==> src/rtl/cmdseq_pkg.sv <==
package cmdseq_pkg;

    localparam int WORD_W   = 64;

    // control word layout
    localparam int NEXT_LSB = 0;
    localparam int NEXT_W   = 8;
    localparam int IDLE_LSB = 8;
    localparam int IDLE_W   = 16;
    localparam int REP_LSB  = 32;
    localparam int REP_W    = 8;
    localparam int LAST_BIT = 63;

    // status word layout
    localparam int ST_BUSY   = 63;
    localparam int ST_DONE   = 62;
    localparam int ST_F_IDX  = 61;
    localparam int ST_F_STOP = 60;
    localparam int ST_F_MUX  = 59;

    typedef struct packed {
        logic              last;
        logic [REP_W-1:0]  rep;
        logic [IDLE_W-1:0] idle;
        logic [NEXT_W-1:0] next;
    } ctl_t;

    function automatic ctl_t unpack_ctl(input logic [WORD_W-1:0] w);
        ctl_t c;
        c.last = w[LAST_BIT];
        c.rep  = w[REP_LSB  +: REP_W];
        c.idle = w[IDLE_LSB +: IDLE_W];
        c.next = w[NEXT_LSB +: NEXT_W];
        return c;
    endfunction

endpackage

==> src/rtl/cmdseq_store.sv <==
module cmdseq_store
    import cmdseq_pkg::*;
#(
    parameter int ENTRIES = 32,
    parameter int PAT_W   = 32,
    localparam int IDX_W  = $clog2(ENTRIES),
    localparam int ADDR_W = IDX_W + 1
) (
    input  logic               clk,
    input  logic               rst_n,
    input  logic               wr_en_i,
    input  logic [ADDR_W-1:0]  wr_addr_i,
    input  logic [WORD_W-1:0]  wr_data_i,
    input  logic [NEXT_W-1:0]  rd_idx_i,
    output logic [PAT_W-1:0]   rd_pat_o,
    output ctl_t               rd_ctl_o,
    output logic               rd_ok_o
);

    logic [PAT_W-1:0]   pat_mem [ENTRIES];
    ctl_t               ctl_mem [ENTRIES];
    logic [ENTRIES-1:0] valid_d, valid_q;

    logic [IDX_W-1:0] wr_idx, rd_sel;
    logic             wr_in_range, rd_in_range;

    always_comb begin
        wr_idx      = wr_addr_i[IDX_W-1:0];
        wr_in_range = int'(wr_idx) < ENTRIES;
        rd_sel      = rd_idx_i[IDX_W-1:0];
        rd_in_range = int'(rd_idx_i) < ENTRIES;
        valid_d     = valid_q;
        if (wr_en_i && wr_in_range && wr_addr_i[IDX_W])
            valid_d[wr_idx] = 1'b1;
    end

    always_ff @(posedge clk or negedge rst_n) begin
        if (!rst_n) valid_q <= '0;
        else        valid_q <= valid_d;
    end

    always_ff @(posedge clk) begin
        if (wr_en_i && wr_in_range) begin
            if (wr_addr_i[IDX_W]) ctl_mem[wr_idx] <= unpack_ctl(wr_data_i);
            else                  pat_mem[wr_idx] <= wr_data_i[PAT_W-1:0];
        end
    end

    always_comb begin
        rd_pat_o = pat_mem[rd_sel];
        rd_ctl_o = ctl_mem[rd_sel];
        rd_ok_o  = rd_in_range && valid_q[rd_sel];
    end

endmodule

==> src/rtl/cmdseq_engine.sv <==
module cmdseq_engine
    import cmdseq_pkg::*;
#(
    parameter int PAT_W  = 32,
    parameter int CKE_W  = 2,
    parameter int PSEL_W = 2
) (
    input  logic              clk,
    input  logic              rst_n,
    input  logic              start_i,
    input  logic              stop_i,
    input  logic              mux_sel_i,
    input  logic [PSEL_W-1:0] port_sel_i,
    output logic [NEXT_W-1:0] rd_idx_o,
    input  logic [PAT_W-1:0]  rd_pat_i,
    input  ctl_t              rd_ctl_i,
    input  logic              rd_ok_i,
    output logic [PAT_W-1:0]  eng_bus_o,
    output logic [PSEL_W-1:0] psel_o,
    output logic [WORD_W-1:0] status_o
);

    typedef struct packed {
        logic              run;
        logic [NEXT_W-1:0] pc;
        logic [REP_W-1:0]  rep;
        logic [IDLE_W-1:0] gap;
        logic [CKE_W-1:0]  cke;
        logic [PSEL_W-1:0] psel;
        logic              done;
        logic              f_idx;
        logic              f_stop;
        logic              f_mux;
    } state_t;

    state_t            s_d, s_q;
    logic [IDLE_W-1:0] slot_len;
    logic              issue_slot, advance;

    always_comb begin
        s_d        = s_q;
        advance    = 1'b0;
        issue_slot = s_q.run && (s_q.gap == '0);
        slot_len   = (rd_ctl_i.idle == '0) ? IDLE_W'(1) : rd_ctl_i.idle;

        if (issue_slot && rd_ok_i)
            s_d.cke = rd_pat_i[CKE_W-1:0];

        if (s_q.run) begin
            if (!mux_sel_i)
                s_d.f_mux = 1'b1;
            if (stop_i) begin
                s_d.run    = 1'b0;
                s_d.done   = 1'b1;
                s_d.f_stop = 1'b1;
            end else if (issue_slot) begin
                if (!rd_ok_i) begin
                    s_d.run   = 1'b0;
                    s_d.done  = 1'b1;
                    s_d.f_idx = 1'b1;
                end else if (rd_ctl_i.last) begin
                    s_d.run  = 1'b0;
                    s_d.done = 1'b1;
                end else if (slot_len == IDLE_W'(1)) begin
                    advance = 1'b1;
                end else begin
                    s_d.gap = slot_len - IDLE_W'(1);
                end
            end else begin
                s_d.gap = s_q.gap - IDLE_W'(1);
                if (s_q.gap == IDLE_W'(1))
                    advance = 1'b1;
            end
            if (advance) begin
                if (s_q.rep == rd_ctl_i.rep) begin
                    s_d.pc  = rd_ctl_i.next;
                    s_d.rep = '0;
                end else begin
                    s_d.rep = s_q.rep + REP_W'(1);
                end
            end
        end else if (start_i) begin
            s_d.run    = 1'b1;
            s_d.pc     = '0;
            s_d.rep    = '0;
            s_d.gap    = '0;
            s_d.psel   = port_sel_i;
            s_d.done   = 1'b0;
            s_d.f_idx  = 1'b0;
            s_d.f_stop = 1'b0;
            s_d.f_mux  = 1'b0;
        end
    end

    always_ff @(posedge clk or negedge rst_n) begin
        if (!rst_n) s_q <= '0;
        else        s_q <= s_d;
    end

    always_comb begin
        rd_idx_o  = s_q.pc;
        psel_o    = s_q.psel;
        eng_bus_o = (issue_slot && rd_ok_i) ? rd_pat_i
                                            : {{(PAT_W-CKE_W){1'b1}}, s_q.cke};
        status_o            = '0;
        status_o[ST_BUSY]   = s_q.run;
        status_o[ST_DONE]   = s_q.done;
        status_o[ST_F_IDX]  = s_q.f_idx;
        status_o[ST_F_STOP] = s_q.f_stop;
        status_o[ST_F_MUX]  = s_q.f_mux;
    end

    AST_START_CLEARS: assert property (@(posedge clk) disable iff (!rst_n)
        !status_o[ST_BUSY] && start_i |=> status_o[ST_BUSY] && !status_o[ST_DONE]);
    AST_BUSY_NOT_DONE: assert property (@(posedge clk) disable iff (!rst_n)
        status_o[ST_BUSY] |-> !status_o[ST_DONE]);
    AST_END_FINISHES: assert property (@(posedge clk) disable iff (!rst_n)
        issue_slot && rd_ok_i && rd_ctl_i.last && !stop_i
        |=> status_o[ST_DONE] && !status_o[ST_BUSY] && !status_o[ST_F_IDX]);
    AST_BAD_INDEX: assert property (@(posedge clk) disable iff (!rst_n)
        issue_slot && !rd_ok_i && !stop_i
        |=> status_o[ST_F_IDX] && !status_o[ST_BUSY]);
    AST_STOP_HALTS: assert property (@(posedge clk) disable iff (!rst_n)
        s_q.run && stop_i
        |=> !status_o[ST_BUSY] && status_o[ST_DONE] && status_o[ST_F_STOP]);
    AST_RESTART_IGNORED: assert property (@(posedge clk) disable iff (!rst_n)
        s_q.run && start_i && !stop_i && (s_q.gap > IDLE_W'(1))
        |=> s_q.run && $stable(rd_idx_o) && $stable(psel_o));

endmodule

==> src/rtl/cmdseq_portmux.sv <==
module cmdseq_portmux #(
    parameter int NPORTS = 4,
    parameter int PAT_W  = 32,
    parameter int PSEL_W = 2
) (
    input  logic                    mux_sel_i,
    input  logic [PSEL_W-1:0]       psel_i,
    input  logic [PAT_W-1:0]        eng_bus_i,
    input  logic [NPORTS*PAT_W-1:0] main_bus_i,
    output logic [NPORTS*PAT_W-1:0] port_bus_o
);

    for (genvar p = 0; p < NPORTS; p++) begin : g_port
        logic own;
        assign own = mux_sel_i && (psel_i == PSEL_W'(p));
        assign port_bus_o[p*PAT_W +: PAT_W] = own ? eng_bus_i
                                                  : main_bus_i[p*PAT_W +: PAT_W];
    end

endmodule

==> src/rtl/cmdseq_top.sv <==
module cmdseq_top
    import cmdseq_pkg::*;
#(
    parameter int ENTRIES = 32,
    parameter int PAT_W   = 32,
    parameter int CKE_W   = 2,
    parameter int NPORTS  = 4,
    localparam int ADDR_W = $clog2(ENTRIES) + 1,
    localparam int PSEL_W = (NPORTS > 1) ? $clog2(NPORTS) : 1
) (
    input  logic                    clk,
    input  logic                    rst_n,
    input  logic                    wr_en_i,
    input  logic [ADDR_W-1:0]       wr_addr_i,
    input  logic [63:0]             wr_data_i,
    input  logic                    start_i,
    input  logic                    stop_i,
    input  logic [PSEL_W-1:0]       port_sel_i,
    input  logic                    mux_sel_i,
    input  logic [NPORTS*PAT_W-1:0] main_bus_i,
    output logic [NPORTS*PAT_W-1:0] port_bus_o,
    output logic [63:0]             status_o
);

    logic [NEXT_W-1:0] rd_idx;
    logic [PAT_W-1:0]  rd_pat, eng_bus;
    ctl_t              rd_ctl;
    logic              rd_ok;
    logic [PSEL_W-1:0] psel;

    cmdseq_store #(.ENTRIES(ENTRIES), .PAT_W(PAT_W)) u_store (
        .clk       (clk),
        .rst_n     (rst_n),
        .wr_en_i   (wr_en_i),
        .wr_addr_i (wr_addr_i),
        .wr_data_i (wr_data_i),
        .rd_idx_i  (rd_idx),
        .rd_pat_o  (rd_pat),
        .rd_ctl_o  (rd_ctl),
        .rd_ok_o   (rd_ok)
    );

    cmdseq_engine #(.PAT_W(PAT_W), .CKE_W(CKE_W), .PSEL_W(PSEL_W)) u_engine (
        .clk        (clk),
        .rst_n      (rst_n),
        .start_i    (start_i),
        .stop_i     (stop_i),
        .mux_sel_i  (mux_sel_i),
        .port_sel_i (port_sel_i),
        .rd_idx_o   (rd_idx),
        .rd_pat_i   (rd_pat),
        .rd_ctl_i   (rd_ctl),
        .rd_ok_i    (rd_ok),
        .eng_bus_o  (eng_bus),
        .psel_o     (psel),
        .status_o   (status_o)
    );

    cmdseq_portmux #(.NPORTS(NPORTS), .PAT_W(PAT_W), .PSEL_W(PSEL_W)) u_mux (
        .mux_sel_i  (mux_sel_i),
        .psel_i     (psel),
        .eng_bus_i  (eng_bus),
        .main_bus_i (main_bus_i),
        .port_bus_o (port_bus_o)
    );

endmodule

==> config.mk <==
export PLATFORM = sky130hd
export DESIGN_NAME = cmdseq_top
export DESIGN_NICKNAME = d
export VERILOG_FILES = /design/src/rtl/cmdseq_pkg.sv /design/src/rtl/cmdseq_store.sv /design/src/rtl/cmdseq_engine.sv /design/src/rtl/cmdseq_portmux.sv /design/src/rtl/cmdseq_top.sv
export SDC_FILE = /design/constraint.sdc
export NUM_CORES = 2
export LEC_CHECK = 0
export ABC_AREA = 1
export BUFFER_PORTS_ARGS = -buffer_cell sky130_fd_sc_hd__buf_2
export CAP_MARGIN = 20
export CORE_AREA = 2 2 479 481
export DETAILED_ROUTE_END_ITERATION = 7
export DIE_AREA = 0 0 481 483
export MAX_ROUTING_LAYER = met4
export PLACE_DENSITY = 0.67
export SETUP_SLACK_MARGIN = 0.05
export SLEW_MARGIN = 20
export SYNTH_ARGS = -nofsm -noshare
export SYNTH_HDL_FRONTEND = slang
export SYNTH_HIERARCHICAL = 1
export SYNTH_SLANG_ARGS = --single-unit
export TNS_END_PERCENT = 50
==> constraint.sdc <==
create_clock -name clk -period 3.52 [get_ports clk]
set_clock_uncertainty 0.1 [all_clocks]
set_input_delay 0.176 -clock clk [delete_from_list [all_inputs] [get_ports clk]]
set_output_delay 0.176 -clock clk [all_outputs]
set_load 0.005 [all_outputs]
==> qor.csv <==
metric;value;unit
share of the synthesized area in the top cell type;69.1;%
Worst-path clk slew;0.06;ns
Worst R2R Start;u_engine/rd_idx_o[0];
Top FF cell, synth;edfxtp_1;
sequential fraction of the synthesis area;71.1;%
worst vdd ir;0.000614;V
worst-path fanout max;11;
mean routed wirelength per cell;25.1;um
Synth Register Bits;2153;
period utilization;113;%
setup TNS;-39.12;ns
Rows;175;
area leader, netlist;edfxtp_1;
count of cell types in the netlist;43;
Max Cap Viol;0;
Cells after Synth;7963;
Root Driver;clkbuf_16;
Crit. End Element;primary output;
worst hold path depth;2;
vias in the first global route;62186;
sw frac;36.5;%
Combinational Power Share;37.7;%
top post-synthesis cells by area;edfxtp_1 (69%), nand2_1 (12%), nand3_1 (10%);
fmax;252;MHz
GR Util met1;33.2;%
CTS H-tree lvls;4;
pwr dens;755;nW/um^2
Power Internal;51.9;mW
FFs w/ async S/R, synth;3.39;%
Final setup viols;160;
DRT iter0 DRCs;9202;
Die X;481;um
Via density;5.66;
Die H;483;um
dpl hpwl;152;mm
GRT overflow;0;
initial antenna violation count;23;
Pre-Repair DR Iteration Count;6;
pre-CTS setup slack;-0.403;ns
Longest Clk Path Bufs;3;
share of cells above drive strength 1;16.4;%
RSZ-0062 raised after global routing;yes;
global placer's final weighted congestion;0.991;
initial core utilization;39.9;%
relative slew slack;25.0;%
crit path kind;reg2out;
RR Endpoint;u_engine/rd_idx_o[4];
Sink Count;2153;
Total GRT Usage;25.2;%
DR vias;66268;
Final Hold Vio Count;0;
io pins;398;
Die ar.;232000;sq um
clock power share;27.0;%
M3 GR Usage;4.96;%
CTS Buf Count;210;
core area;227000;sq um
failing checks;setup timing;
Post-synth EDFFs;2080;
global-route wire length before repair;422;mm
total net switching power;29.8;mW
Slew Viols, Final;0;
Tmin final;3.97;ns
largest net degree at the start of global routing;99;
antenna-violating nets left;0;
Hold Path Sink;u_store/ctl_mem[18][4];
Worst Max-Slew Pin Slew;1.13;ns
top-count cell post-synth;nand2_1;
worst r2r path cells;29;
Critical Path RT;3.24;ns
GRT busiest layer;met2;
DRC violations left;0;
PortBufs;315;
leakage power;40.1;nW
Avg Inst Size Synth;11.4;sq um
CTS tree;yes;
Synth top cells by count;nand2_1 (2841), edfxtp_1 (2080), nand3_1 (1801), buf_2 (279), buf_4 (133);
clock latency on the worst-skew pair;0.87;ns
overall power;81.7;mW
Final Util;47.7;%
Routed WL;294;mm
Hold Startpoint;wr_data_i[4];
area grow syn2layout;19.7;%
CP arrival;3.69;ns
total number of yosys warnings;6;
outcome;complete, but fails checks;
final-stage net count;8710;
HP Class;in2reg;
register share of total power;35.3;%
post-synth design cell area;90400;sq um
reg2reg setup slack;-0.23;ns
final setup margin;-0.450;ns
met2 track demand over resource;38.6;%
placed cells;11104;
Setup crit start kind;flip-flop;
non-filler cells, final;11701;
-- registers in the layout, summed over array words and instances (netlist names) --
name / cells
u_engine/status_o: 5
u_store/valid_q: 32
u_store/ctl_mem: 1056
u_engine/psel_o: 2
u_engine/rd_idx_o: 8
u_engine/s_q: 26
u_store/pat_mem: 1024
-- final cells by class --
class	instances	area, sq um
Tap cell	3009	3760
Antenna cell	16	40.0
Inverter	76	378
Clock inverter	135	1160
Timing Repair inverter	3	26.3
Multi-Input combinational cell	5199	24300
Fill cell	19698	119000
Timing Repair Buffer	856	8740
Clock buffer	254	5540
Sequential cell	2153	64300
-- worst max-delay path: stages, from the launching register on --
cell and delay, ns:
dfrtp_4 0.51, buf_4 0.16, buf_8 0.12, buf_16 0.14, buf_12 0.14, nand2_1 0.07, nand3_2 0.08, nand3_2 0.07
nand2_2 0.06, nand2_2 0.07, nand3_4 0.08, nand2_4 0.09, nor2_4 0.04, clkinv_4 0.08, nor2_4 0.05, buf_12 0.14
buf_12 0.12, buf_16 0.15, nand2_8 0.08, nand4_1 0.18, nand2_2 0.21, buf_2 0.14
-- layout by cell type, fill, tap and decap left out, drive strengths merged, types with 2 or more instances in the layout --
master       instances
a21oi               50
nand2             2850
clkinvlp            10
a22o                 2
buf                766
nand3b              10
edfxtp            2080
dlygate4sd3         63
diode               16
xor2                10
o21ai               63
o22ai                4
dfrtp               73
mux2i                2
bufbuf              15
ha                   5
nand4              105
inv                 78
and2                 4
clkinv             109
nor2               130
a31oi               38
nor3                15
xnor2                8
bufinv              17
clkbuf             266
conb                59
or2                 38
nand3             1804
-- metal layers --
| layer | part of all wire [%] | vias to the layer above |
|---|---|---|
| li1 | - | 29000 |
| met1 | 38 | 32407 |
| met2 | 46 | 4217 |
| met3 | 12 | 644 |
| met4 | 4.0 | 0 |
| met5 | 0 | - |
-- power groups by stage --
stage	registers, mW	logic (mW)	clock network [mW]
floorplan	29.2	15.6	0
global placement	29.4	24.5	0
detailed placement	29.4	24.8	0
CTS	28.9	28.9	22.2
global route	28.9	32.9	23.2
finish	28.9	30.8	22.0
-- how the worst max path moves through the flow --
stage | end | cells past startpoint | from
floorplan | u_engine/s_q[22] | 26 | u_engine/rd_idx_o[0]
global placement | port_bus_o[102] | 16 | u_engine/rd_idx_o[0]
CTS | port_bus_o[81] | 20 | u_engine/rd_idx_o[0]
global route | port_bus_o[81] | 21 | u_engine/rd_idx_o[0]
finish | port_bus_o[81] | 21 | u_engine/rd_idx_o[0]
detailed placement | port_bus_o[102] | 16 | u_engine/rd_idx_o[0]
-- cells by family (layout without fill, tap and decap cells) --
kind of cell               Yosys count  after routing  synth area share (%)
AOI/OAI and AO/OA                  159            159                 0.953
xor gates and xnor gates            18             18                 0.174
adders and majority gates            5              5                0.0692
buffers and inverters              669           1324                  4.00
DFF                               2153           2153                  71.1
muxes                                2              2                0.0221
other                                1             75               0.00415
and+or+nand+nor                   4956           4956                  23.7
-- through the flow --
stage,cell area (sq um),hold slack [ns]
floorplan,90600,-0.220
global placement,96700,0.0145
detailed placement,96700,0.0229
CTS,107000,0.00259
global route,108000,0.181
finish,108000,0.196
-- timing repair --
item                                   4_1_cts  5_1_grt
hold buffers                                61        3
pin swaps                                   95       86
setup endpoints to repair                  160      160
gates resized for setup                    320      175
cloned                                      53       11
endpoints found under the hold margin     1540      192
setup buffers                               36       34
No activity file was read; power rests on OpenSTA's default activity.
